--- src/rtl/pfq_pkg.sv ---
package pfq_pkg;

  localparam int OFF_W  = 16;
  localparam int SEG_W  = 16;
  localparam int PA_W   = 20;
  localparam int BYTE_W = 8;

  // segment shifted left by four plus offset, carry beyond bit 19 discarded
  function automatic logic [PA_W-1:0] phys_addr(input logic [SEG_W-1:0] seg,
                                                input logic [OFF_W-1:0] off);
    logic [PA_W-1:0] base;
    logic [PA_W-1:0] disp;
    base = {seg, 4'h0};
    disp = {{(PA_W-OFF_W){1'b0}}, off};
    return base + disp;
  endfunction

  // offset step inside one 64 KB segment
  function automatic logic [OFF_W-1:0] next_off(input logic [OFF_W-1:0] off);
    return off + 1'b1;
  endfunction

endpackage

--- src/rtl/pfq_ptr.sv ---
module pfq_ptr
  import pfq_pkg::*;
#(
  parameter logic [SEG_W-1:0] RST_SEG = 16'hFFFF,
  parameter logic [OFF_W-1:0] RST_OFF = 16'h0000
) (
  input  logic             clk,
  input  logic             rst_n,
  input  logic             flush,
  input  logic [SEG_W-1:0] new_seg,
  input  logic [OFF_W-1:0] new_off,
  input  logic             advance,
  output logic [OFF_W-1:0] cur_off,
  output logic [PA_W-1:0]  fetch_addr
);

  logic [SEG_W-1:0] seg_q;
  logic [OFF_W-1:0] off_q;

  always_ff @(posedge clk) begin
    if (!rst_n) begin
      seg_q <= RST_SEG;
      off_q <= RST_OFF;
    end else if (flush) begin
      seg_q <= new_seg;
      off_q <= new_off;
    end else if (advance) begin
      off_q <= next_off(off_q);
    end
  end

  assign cur_off    = off_q;
  assign fetch_addr = phys_addr(seg_q, off_q);

endmodule

--- src/rtl/pfq_fifo.sv ---
module pfq_fifo #(
  parameter int DEPTH = 6,
  parameter int W     = 8,
  localparam int CW   = $clog2(DEPTH + 1),
  localparam int PW   = (DEPTH > 1) ? $clog2(DEPTH) : 1
) (
  input  logic          clk,
  input  logic          rst_n,
  input  logic          flush,
  input  logic          push,
  input  logic [W-1:0]  push_data,
  input  logic          pop,
  output logic [W-1:0]  head,
  output logic [CW-1:0] count,
  output logic [CW-1:0] count_n
);

  logic [W-1:0]  store [DEPTH];
  logic [PW-1:0] wr_ptr;
  logic [PW-1:0] rd_ptr;

  function automatic logic [PW-1:0] bump(input logic [PW-1:0] p);
    return (p == PW'(DEPTH - 1)) ? '0 : p + 1'b1;
  endfunction

  always_comb begin
    if (flush) count_n = '0;
    else       count_n = count + CW'(push) - CW'(pop);
  end

  always_ff @(posedge clk) begin
    if (!rst_n) begin
      wr_ptr <= '0;
      rd_ptr <= '0;
      count  <= '0;
    end else if (flush) begin
      wr_ptr <= '0;
      rd_ptr <= '0;
      count  <= '0;
    end else begin
      if (push) wr_ptr <= bump(wr_ptr);
      if (pop)  rd_ptr <= bump(rd_ptr);
      count <= count_n;
    end
  end

  always_ff @(posedge clk) begin
    if (push && !flush) store[wr_ptr] <= push_data;
  end

  assign head = store[rd_ptr];

endmodule

--- src/rtl/pfq_ctl.sv ---
module pfq_ctl #(
  parameter int DEPTH = 6,
  localparam int CW   = $clog2(DEPTH + 1)
) (
  input  logic          clk,
  input  logic          rst_n,
  input  logic          flush,
  input  logic          mem_ack,
  input  logic [CW-1:0] count_n,
  output logic          busy,
  output logic          fetch_done
);

  // room check uses next-cycle occupancy, so the read about to be issued is
  // already counted against the free space
  logic room_after;
  assign room_after = (count_n < CW'(DEPTH));
  assign fetch_done = busy && mem_ack && !flush;

  always_ff @(posedge clk) begin
    if (!rst_n) begin
      busy <= 1'b0;
    end else if (flush) begin
      busy <= 1'b0;
    end else if (!busy || mem_ack) begin
      busy <= room_after;
    end
  end

endmodule

--- src/rtl/pfq_unit.sv ---
module pfq_unit
  import pfq_pkg::*;
#(
  parameter int               DEPTH   = 6,
  parameter logic [SEG_W-1:0] RST_SEG = 16'hFFFF,
  parameter logic [OFF_W-1:0] RST_OFF = 16'h0000
) (
  input  logic              clk,
  input  logic              rst_n,
  input  logic              redir_valid,
  input  logic [SEG_W-1:0]  redir_seg,
  input  logic [OFF_W-1:0]  redir_off,
  output logic              mem_req,
  output logic [PA_W-1:0]   mem_addr,
  input  logic              mem_ack,
  input  logic [BYTE_W-1:0] mem_data,
  output logic              out_valid,
  output logic [BYTE_W-1:0] out_byte,
  input  logic              out_ready
);

  localparam int CW = $clog2(DEPTH + 1);

  // named internal events, observed by the bound checker
  logic          flush;
  logic          fetch_done;
  logic          pop_fire;
  logic [CW-1:0] q_count;
  logic [CW-1:0] q_count_n;
  logic [OFF_W-1:0] cur_off;
  logic          busy;

  assign flush     = redir_valid;
  assign out_valid = (q_count != '0);
  assign pop_fire  = out_valid && out_ready && !flush;
  assign mem_req   = busy;

  pfq_ptr #(.RST_SEG(RST_SEG), .RST_OFF(RST_OFF)) u_ptr (
    .clk        (clk),
    .rst_n      (rst_n),
    .flush      (flush),
    .new_seg    (redir_seg),
    .new_off    (redir_off),
    .advance    (fetch_done),
    .cur_off    (cur_off),
    .fetch_addr (mem_addr)
  );

  pfq_fifo #(.DEPTH(DEPTH), .W(BYTE_W)) u_fifo (
    .clk       (clk),
    .rst_n     (rst_n),
    .flush     (flush),
    .push      (fetch_done),
    .push_data (mem_data),
    .pop       (pop_fire),
    .head      (out_byte),
    .count     (q_count),
    .count_n   (q_count_n)
  );

  pfq_ctl #(.DEPTH(DEPTH)) u_ctl (
    .clk        (clk),
    .rst_n      (rst_n),
    .flush      (flush),
    .mem_ack    (mem_ack),
    .count_n    (q_count_n),
    .busy       (busy),
    .fetch_done (fetch_done)
  );

endmodule

--- config.mk ---
export PLATFORM = sky130hd
export DESIGN_NAME = pfq_unit
export DESIGN_NICKNAME = d
export VERILOG_FILES = /design/src/rtl/pfq_pkg.sv /design/src/rtl/pfq_ptr.sv /design/src/rtl/pfq_fifo.sv /design/src/rtl/pfq_ctl.sv /design/src/rtl/pfq_unit.sv
export SDC_FILE = /design/constraint.sdc
export NUM_CORES = 1
export LEC_CHECK = 0
export BUFFER_PORTS_ARGS = -buffer_cell sky130_fd_sc_hd__buf_2
export CORE_ASPECT_RATIO = 1.1
export CORE_MARGIN = 2
export CORE_UTILIZATION = 38
export DETAILED_ROUTE_END_ITERATION = 8
export SYNTH_ARGS = -nofsm -noshare
export SYNTH_HDL_FRONTEND = slang
export SYNTH_HIERARCHICAL = 1
export SYNTH_SLANG_ARGS = --single-unit
--- constraint.sdc ---
create_clock -name clk -period 3.4 [get_ports clk]
set_input_delay 0.34 -clock clk [delete_from_list [all_inputs] [get_ports clk]]
set_output_delay 0.34 -clock clk [all_outputs]
set_load 0.01 [all_outputs]
# ---- Yosys cells after proc, flatten, opt, wreduce, memory -nomap -nowiden
# Memories as Yosys holds them, arrays and structs flattened. A register that Yosys moved wholly into a read port is not among the register bits.
# Index checks and enable logic that the tools add are counted.
dict set report word_totals {
  ff_bits 42
  ram_bits 48
  inputBits 45
  output_inout_bits 30
  wordCells 37
  memories 1
}
# name words word_bits rd rd_ports_with_merged_regs wr line_no
set memory_table {}
lappend memory_table {u_fifo.store 6 8 1 1 1 pfq_fifo.sv:18} ;# logic [W-1:0] store [DEPTH];
dict set report classes {
  add_sub_neg 6
  n_lt_le_gt_ge 1
  eq_ne 2
  muxes 9
  n_bitwise 1
  n_reduce_logical 11
}
# op count
set op_table {}
lappend op_table {{16-bit two-way mux} 2}
lappend op_table {{20-bit by 16-bit adder with 20-bit output} 1}
lappend op_table {{16-bit by 1-bit adder with 16-bit output (second input constant)} 1}
lappend op_table {{3-bit two-way mux} 5}
lappend op_table {{3-bit by 1-bit adder with 3-bit output (second input constant)} 2}
lappend op_table {{3-bit equality test (second input constant)} 2}
lappend op_table {{1-bit logical AND} 5}
lappend op_table {{3-bit by 1-bit adder with 3-bit output} 1}
lappend op_table {{3-bit less-than comparator (second input constant)} 1}
lappend op_table {{3-bit nonzero test} 1}
lappend op_table {{3-bit by 1-bit subtractor with 3-bit output} 1}
lappend op_table {{1-bit zero test} 2}
lappend op_table {{1-bit two-way mux} 2}
lappend op_table {{2-bit nonzero test} 1}
lappend op_table {{2-bit OR reduction} 1}
lappend op_table {{1-bit logical OR} 1}
lappend op_table {{1-bit inverter} 1}

# ---- Depth between registers and ports, before layout
dict set report depth {
  word_depth 6
  mapped_depth 10
  mapped_depth_nobuf 10
}

# ---- Hierarchy
# Netlist, hierarchy kept.
# mod n_inst cells_per_inst area_per_inst_um2 seq_area_each_um2
set modules_own_cells {}
lappend modules_own_cells {pfq_fifo 1 129 2404.8 1681.6}
lappend modules_own_cells {pfq_ptr 1 230 1984.4 640.6}
lappend modules_own_cells {pfq_ctl 1 6 46.3 20.0}
lappend modules_own_cells {pfq_unit 1 2 20.0 0.0}

# ---- Worst setup path before layout
# OpenSTA, ideal clock, no wires.
dict set report synth_path {
  path_kind {reg2reg}
  startpoint {register u_fifo.count[1]}
  endpoint {register u_ctl.busy}
  setup_ps 91
  arrival_ps 2292
  required_time_ps 3309
  setup_slack_ps 1017
  path_stages_with_launch 11
  n_path_buf 0
  synth_period_minus_slack_ps 2383
  path_cell_list {dfxtp_1 > or3_4 > and3b_1 > ha_1 > inv_1 > ha_1 > inv_1 > fa_1 > xnor3_1 > nor2_1 > a311oi_1}
}
dict set report synth_via {
  elab_chain_len 6
  elab_cells_between_ends 7
  cone_classes {add/sub (2); order compare (1); mux (1); reduce/logical (3)}
}
# item line_no
set synth_rtl {}
lappend synth_rtl {{from (decl)} pfq_fifo.sv:14} ;# output logic [CW-1:0] count,
lappend synth_rtl {{from (signal assigned)} pfq_fifo.sv:43} ;# count <= count_n;
lappend synth_rtl {{3-bit nonzero test} pfq_unit.sv:34} ;# assign out_valid = (q_count != '0);
lappend synth_rtl {{net out_valid} pfq_unit.sv:17} ;# output logic out_valid,
lappend synth_rtl {{1-bit logical AND (2 in a row)} pfq_unit.sv:35} ;# assign pop_fire = out_valid && out_ready && !flush;
lappend synth_rtl {{net pop_fire} pfq_unit.sv:27} ;# logic pop_fire;
lappend synth_rtl {{3-bit by 1-bit subtractor with 3-bit output} pfq_fifo.sv:28} ;# else count_n = count + CW'(push) - CW'(pop);
lappend synth_rtl {{3-bit two-way mux} pfq_fifo.sv:27} ;# if (flush) count_n = '0;
lappend synth_rtl {{net q_count_n[2]} pfq_unit.sv:29} ;# logic [CW-1:0] q_count_n;
lappend synth_rtl {{3-bit less-than comparator} pfq_ctl.sv:17} ;# assign room_after = (count_n < CW'(DEPTH));
lappend synth_rtl {{to (signal assigned)} pfq_ctl.sv:26} ;# busy <= room_after;
lappend synth_rtl {{to (decl)} pfq_ctl.sv:10} ;# output logic busy,
# The timed path passes the listed nets, and every way through them passes these cells.
# A chain may end at the register's enable or synchronous reset.

# ---- Final worst setup path
dict set report layout_path {
  startpoint {register u_ptr.off_q[4] (netlist: u_ptr/cur_off[4])}
  endpoint {output port mem_addr[16]}
}
dict set report layout_via {
  elab_chain_len 1
}
# item line_no
set layout_rtl {}
lappend layout_rtl {{from (decl)} pfq_ptr.sv:18} ;# logic [OFF_W-1:0] off_q;
lappend layout_rtl {{from (signal assigned)} pfq_ptr.sv:26} ;# off_q <= new_off;
lappend layout_rtl {{from (signal assigned)} pfq_ptr.sv:28} ;# off_q <= next_off(off_q);
lappend layout_rtl {{20-bit by 16-bit adder with 20-bit output} pfq_pkg.sv:15} ;# return base + disp;
lappend layout_rtl {{to (decl)} pfq_unit.sv:14} ;# output logic [PA_W-1:0] mem_addr,
# Every way passes these cells.

==> results by group <==
Setup path
  • R2r startpoint: u_fifo/count[1]
  • Critical Path Start: u_ptr/cur_off[4]
  • Reg2reg setup slack: 950 ps
  • Nature of the critical path startpoint: flop
  • Crit path required time: 3060 ps
  • Setup crit end kind: output pin
  • FF-to-FF path depth: 10
  • Worst setup path end: mem_addr[16]
  • CP Class: reg2out
  • Crit path max fanout: 4
  • Crit Reg-Reg Endpoint: u_ctl/busy
  • WP data arrival: 2690 ps

Placed design
  • IO buf count: 74
  • DP HPWL: 6430 microns
  • GP Congestion: 0.770
  • Placed insts: 579

Status
  • Outcome: complete, no violations

Synthesis
  • Mapped Nets: 429
  • Post-synth EDFFs: 48
  • Asr flop ratio synth: 0
  • FF+latch count, synth: 93
  • YS warnings: 6
  • Top_reg_cell synth: edfxtp_1
  • Mapped Avg Cell Area: 12.1 sq um
  • Post-Synthesis Cells: 367
  • Synth unique cells: 55
  • Area of the mapped netlist: 0.00446 sq mm
  • Register area share after synthesis: 0.526

Flow run
  • Max cap viols: 0

Finish
  • Ant diodes: 0
  • Most frequent cells in the layout: buf_2, edfxtp_1, dfxtp_1
  • Filler cells: 1074
  • Nets: 502
  • Multi-input logic area: 0.00197 sq mm
  • Area grow syn2layout: 17.8%
  • Cell Count, Final, Fillers Out: 595
  • Register Area: 0.00234 sq mm
  • Layout cells sized above 1: 0.285
  • Post-layout util: 0.459
  • Commonest non-fill, non-tap cell in the layout: buf_2

Clocking
  • Hold Buf Count CTS: 0
  • Skew-Pair Late Insertion Delay: 340 ps
  • H-Tree Depth: 3
  • Clock sink total: 93
  • Post_cts resized: 0
  • CTS tree: done
  • CTS Buf Count: 9
  • Worst-path clk slew: 70 ps
  • Post-CTS Setup Bufs: 0
  • Longest Clk Path Bufs: 2
  • CTS root buf: clkbuf_16

Floorplan
  • IO Count: 75
  • Die height: 118 microns
  • Initial core utilization: 0.389
  • Core Rows: 41
  • Die Width: 107 microns
  • Full die area: 0.0126 sq mm
  • Core Region: 0.0114 sq mm

Timing
  • Count of final setup violators: 0
  • Max Clock Skew: 9.74 ps
  • RSZ-0062 raised after global routing: no
  • Slew Limit Fails: 0
  • Setup TNS: 0 ps
  • Final hold violations: 0
  • Part of the cycle the worst path needs: 0.891
  • Clock period minus worst slack: 3030 ps
  • Worst slew margin: 0.389
  • Slew @ Worst Pin: 913 ps
  • Fmax achieved: 0.330 GHz
  • Fin Hold WS: 210 ps

Global routing
  • Vias in the first global route: 3061
  • First-pass GRT wire length: 15000 microns
  • Total track usage: 0.152
  • Gr ovfl total: 0
  • Initial antenna violation count: 0
  • Largest net degree at the start of global routing: 36

Detailed routing
  • TritonRoute pass-1 iters: 4
  • Routed len/inst: 15.4 microns
  • Via Count: 3003
  • # DRC: 0
  • Post-Route WL: 9180 microns
  • ANT nets after route: 0
  • Iter 0 DRT Violations: 160
  • Vias per cell: 5.05

Pwr
  • Pwr/cell area: 497 mW/mm^2
  • Sequential power share: 0.472
  • Sw frac: 0.254
  • VDD IR-drop max: 0.000285 V
  • Int Pwr: 1950 uW
  • Switching pwr: 661 uW
  • Comb pwr share: 0.140
  • Clock power share: 0.388
  • Pleak: 0.00207 uW

Min path
  • Worst min path class: in2reg
[metal layers]
| layer | global-route usage | wire [microns] |
|---|---|---|
| met5 | 0 | 0 |
| met4 | 0.0511 | 121 |
| met3 | 0.0316 | 438 |
| met2 | 0.260 | 4720 |
| met1 | 0.188 | 3900 |
[worst max-delay path, cell delays in order (launching register included)]
cell      delay, ps
dfxtp_1         330
ha_1            240
fa_1            410
a21o_1          220
a221oi_2        470
o21ai_2         150
a31oi_1         230
xnor2_1         140
buf_2           150
[Yosys cell counts, drive strengths merged (2+ instances only)]
cell type	instances	area share
a21bo	4	0.0090
a21o	4	0.0067
a21oi	23	0.026
a221oi	2	0.0053
a31oi	2	0.0028
and2	5	0.0070
and3	2	0.0028
and4	2	0.0039
buf	10	0.018
clkbuf	9	0.0079
dfxtp	45	0.20
edfxtp	48	0.32
fa	2	0.0090
ha	15	0.042
inv	8	0.0067
mux2	16	0.045
mux2i	17	0.038
mux4	8	0.040
nand2	37	0.031
nand2b	5	0.0070
nand3	7	0.0079
nand4	7	0.0098
nand4b	2	0.0039
nor2	13	0.011
nor3	2	0.0022
nor4	2	0.0028
nor4b	2	0.0039
o2111ai	2	0.0039
o211a	2	0.0045
o211ai	2	0.0034
o21ai	18	0.021
o21ba	2	0.0045
or4bb	2	0.0051
xnor2	12	0.024
xor2	17	0.033
[per-stage QoR]
stage	setup WS (ps)	instance area, sq um	power, uW
detailed placement	765	4950	1620
finish	371	5250	2610
CTS	365	5250	2640
global placement	776	4950	1610
floorplan	1020	4460	1490
global route	244	5250	2730
[cell type report]
type                            instances  area share
Sequential cell                        93       0.446
Timing Repair Buffer                   81      0.0806
Inverter                                8     0.00572
Tap cell                              150      0.0357
Clock buffer                           10      0.0436
Clock inverter                          6      0.0131
Multi-Input combinational cell        247       0.375
[cell families (layout without fill, tap and decap cells)]
group                      Yosys count  after routing  share of synthesized area
muxes                               41             41                      0.124
AOI/OAI and AO/OA                   67             67                     0.0983
DFF                                 93             93                      0.526
and+or+nand+nor                     92             92                      0.106
xor gates and xnor gates            30             30                     0.0621
buffers and inverters               27            105                     0.0323
adders and majority gates           17             17                     0.0511
[power groups by stage]
stage | combinational [uW] | sequential, uW | clock [uW]
global route | 406 | 1230 | 1090
global placement | 360 | 1250 | 0
CTS | 367 | 1230 | 1040
detailed placement | 363 | 1260 | 0
finish | 365 | 1230 | 1010
floorplan | 241 | 1250 | 0
[state kept, by name, summed over array words and instances (netlist names), named ones only]
register and flops:
u_fifo/store 48, u_ptr/cur_off 16, u_ptr/seg_q 16, u_fifo/count 3, u_fifo/rd_ptr 3, u_fifo/wr_ptr 3, u_ctl/busy 1
[how the worst min path moves through the flow]
stage | endpoint | cells past startpoint | slack [ps] | from
detailed placement | u_ptr/seg_q[0] | 2 | 470 | u_ptr/seg_q[0]
global placement | u_ptr/seg_q[8] | 2 | 460 | u_ptr/seg_q[8]
CTS | u_ptr/seg_q[2] | 3 | 200 | redir_seg[2]
global route | u_ptr/seg_q[0] | 3 | 210 | redir_seg[0]
finish | u_ptr/seg_q[2] | 3 | 210 | redir_seg[2]
floorplan | u_ctl/busy | 1 | 410 | redir_valid
(Power assumes the default switching activity.)
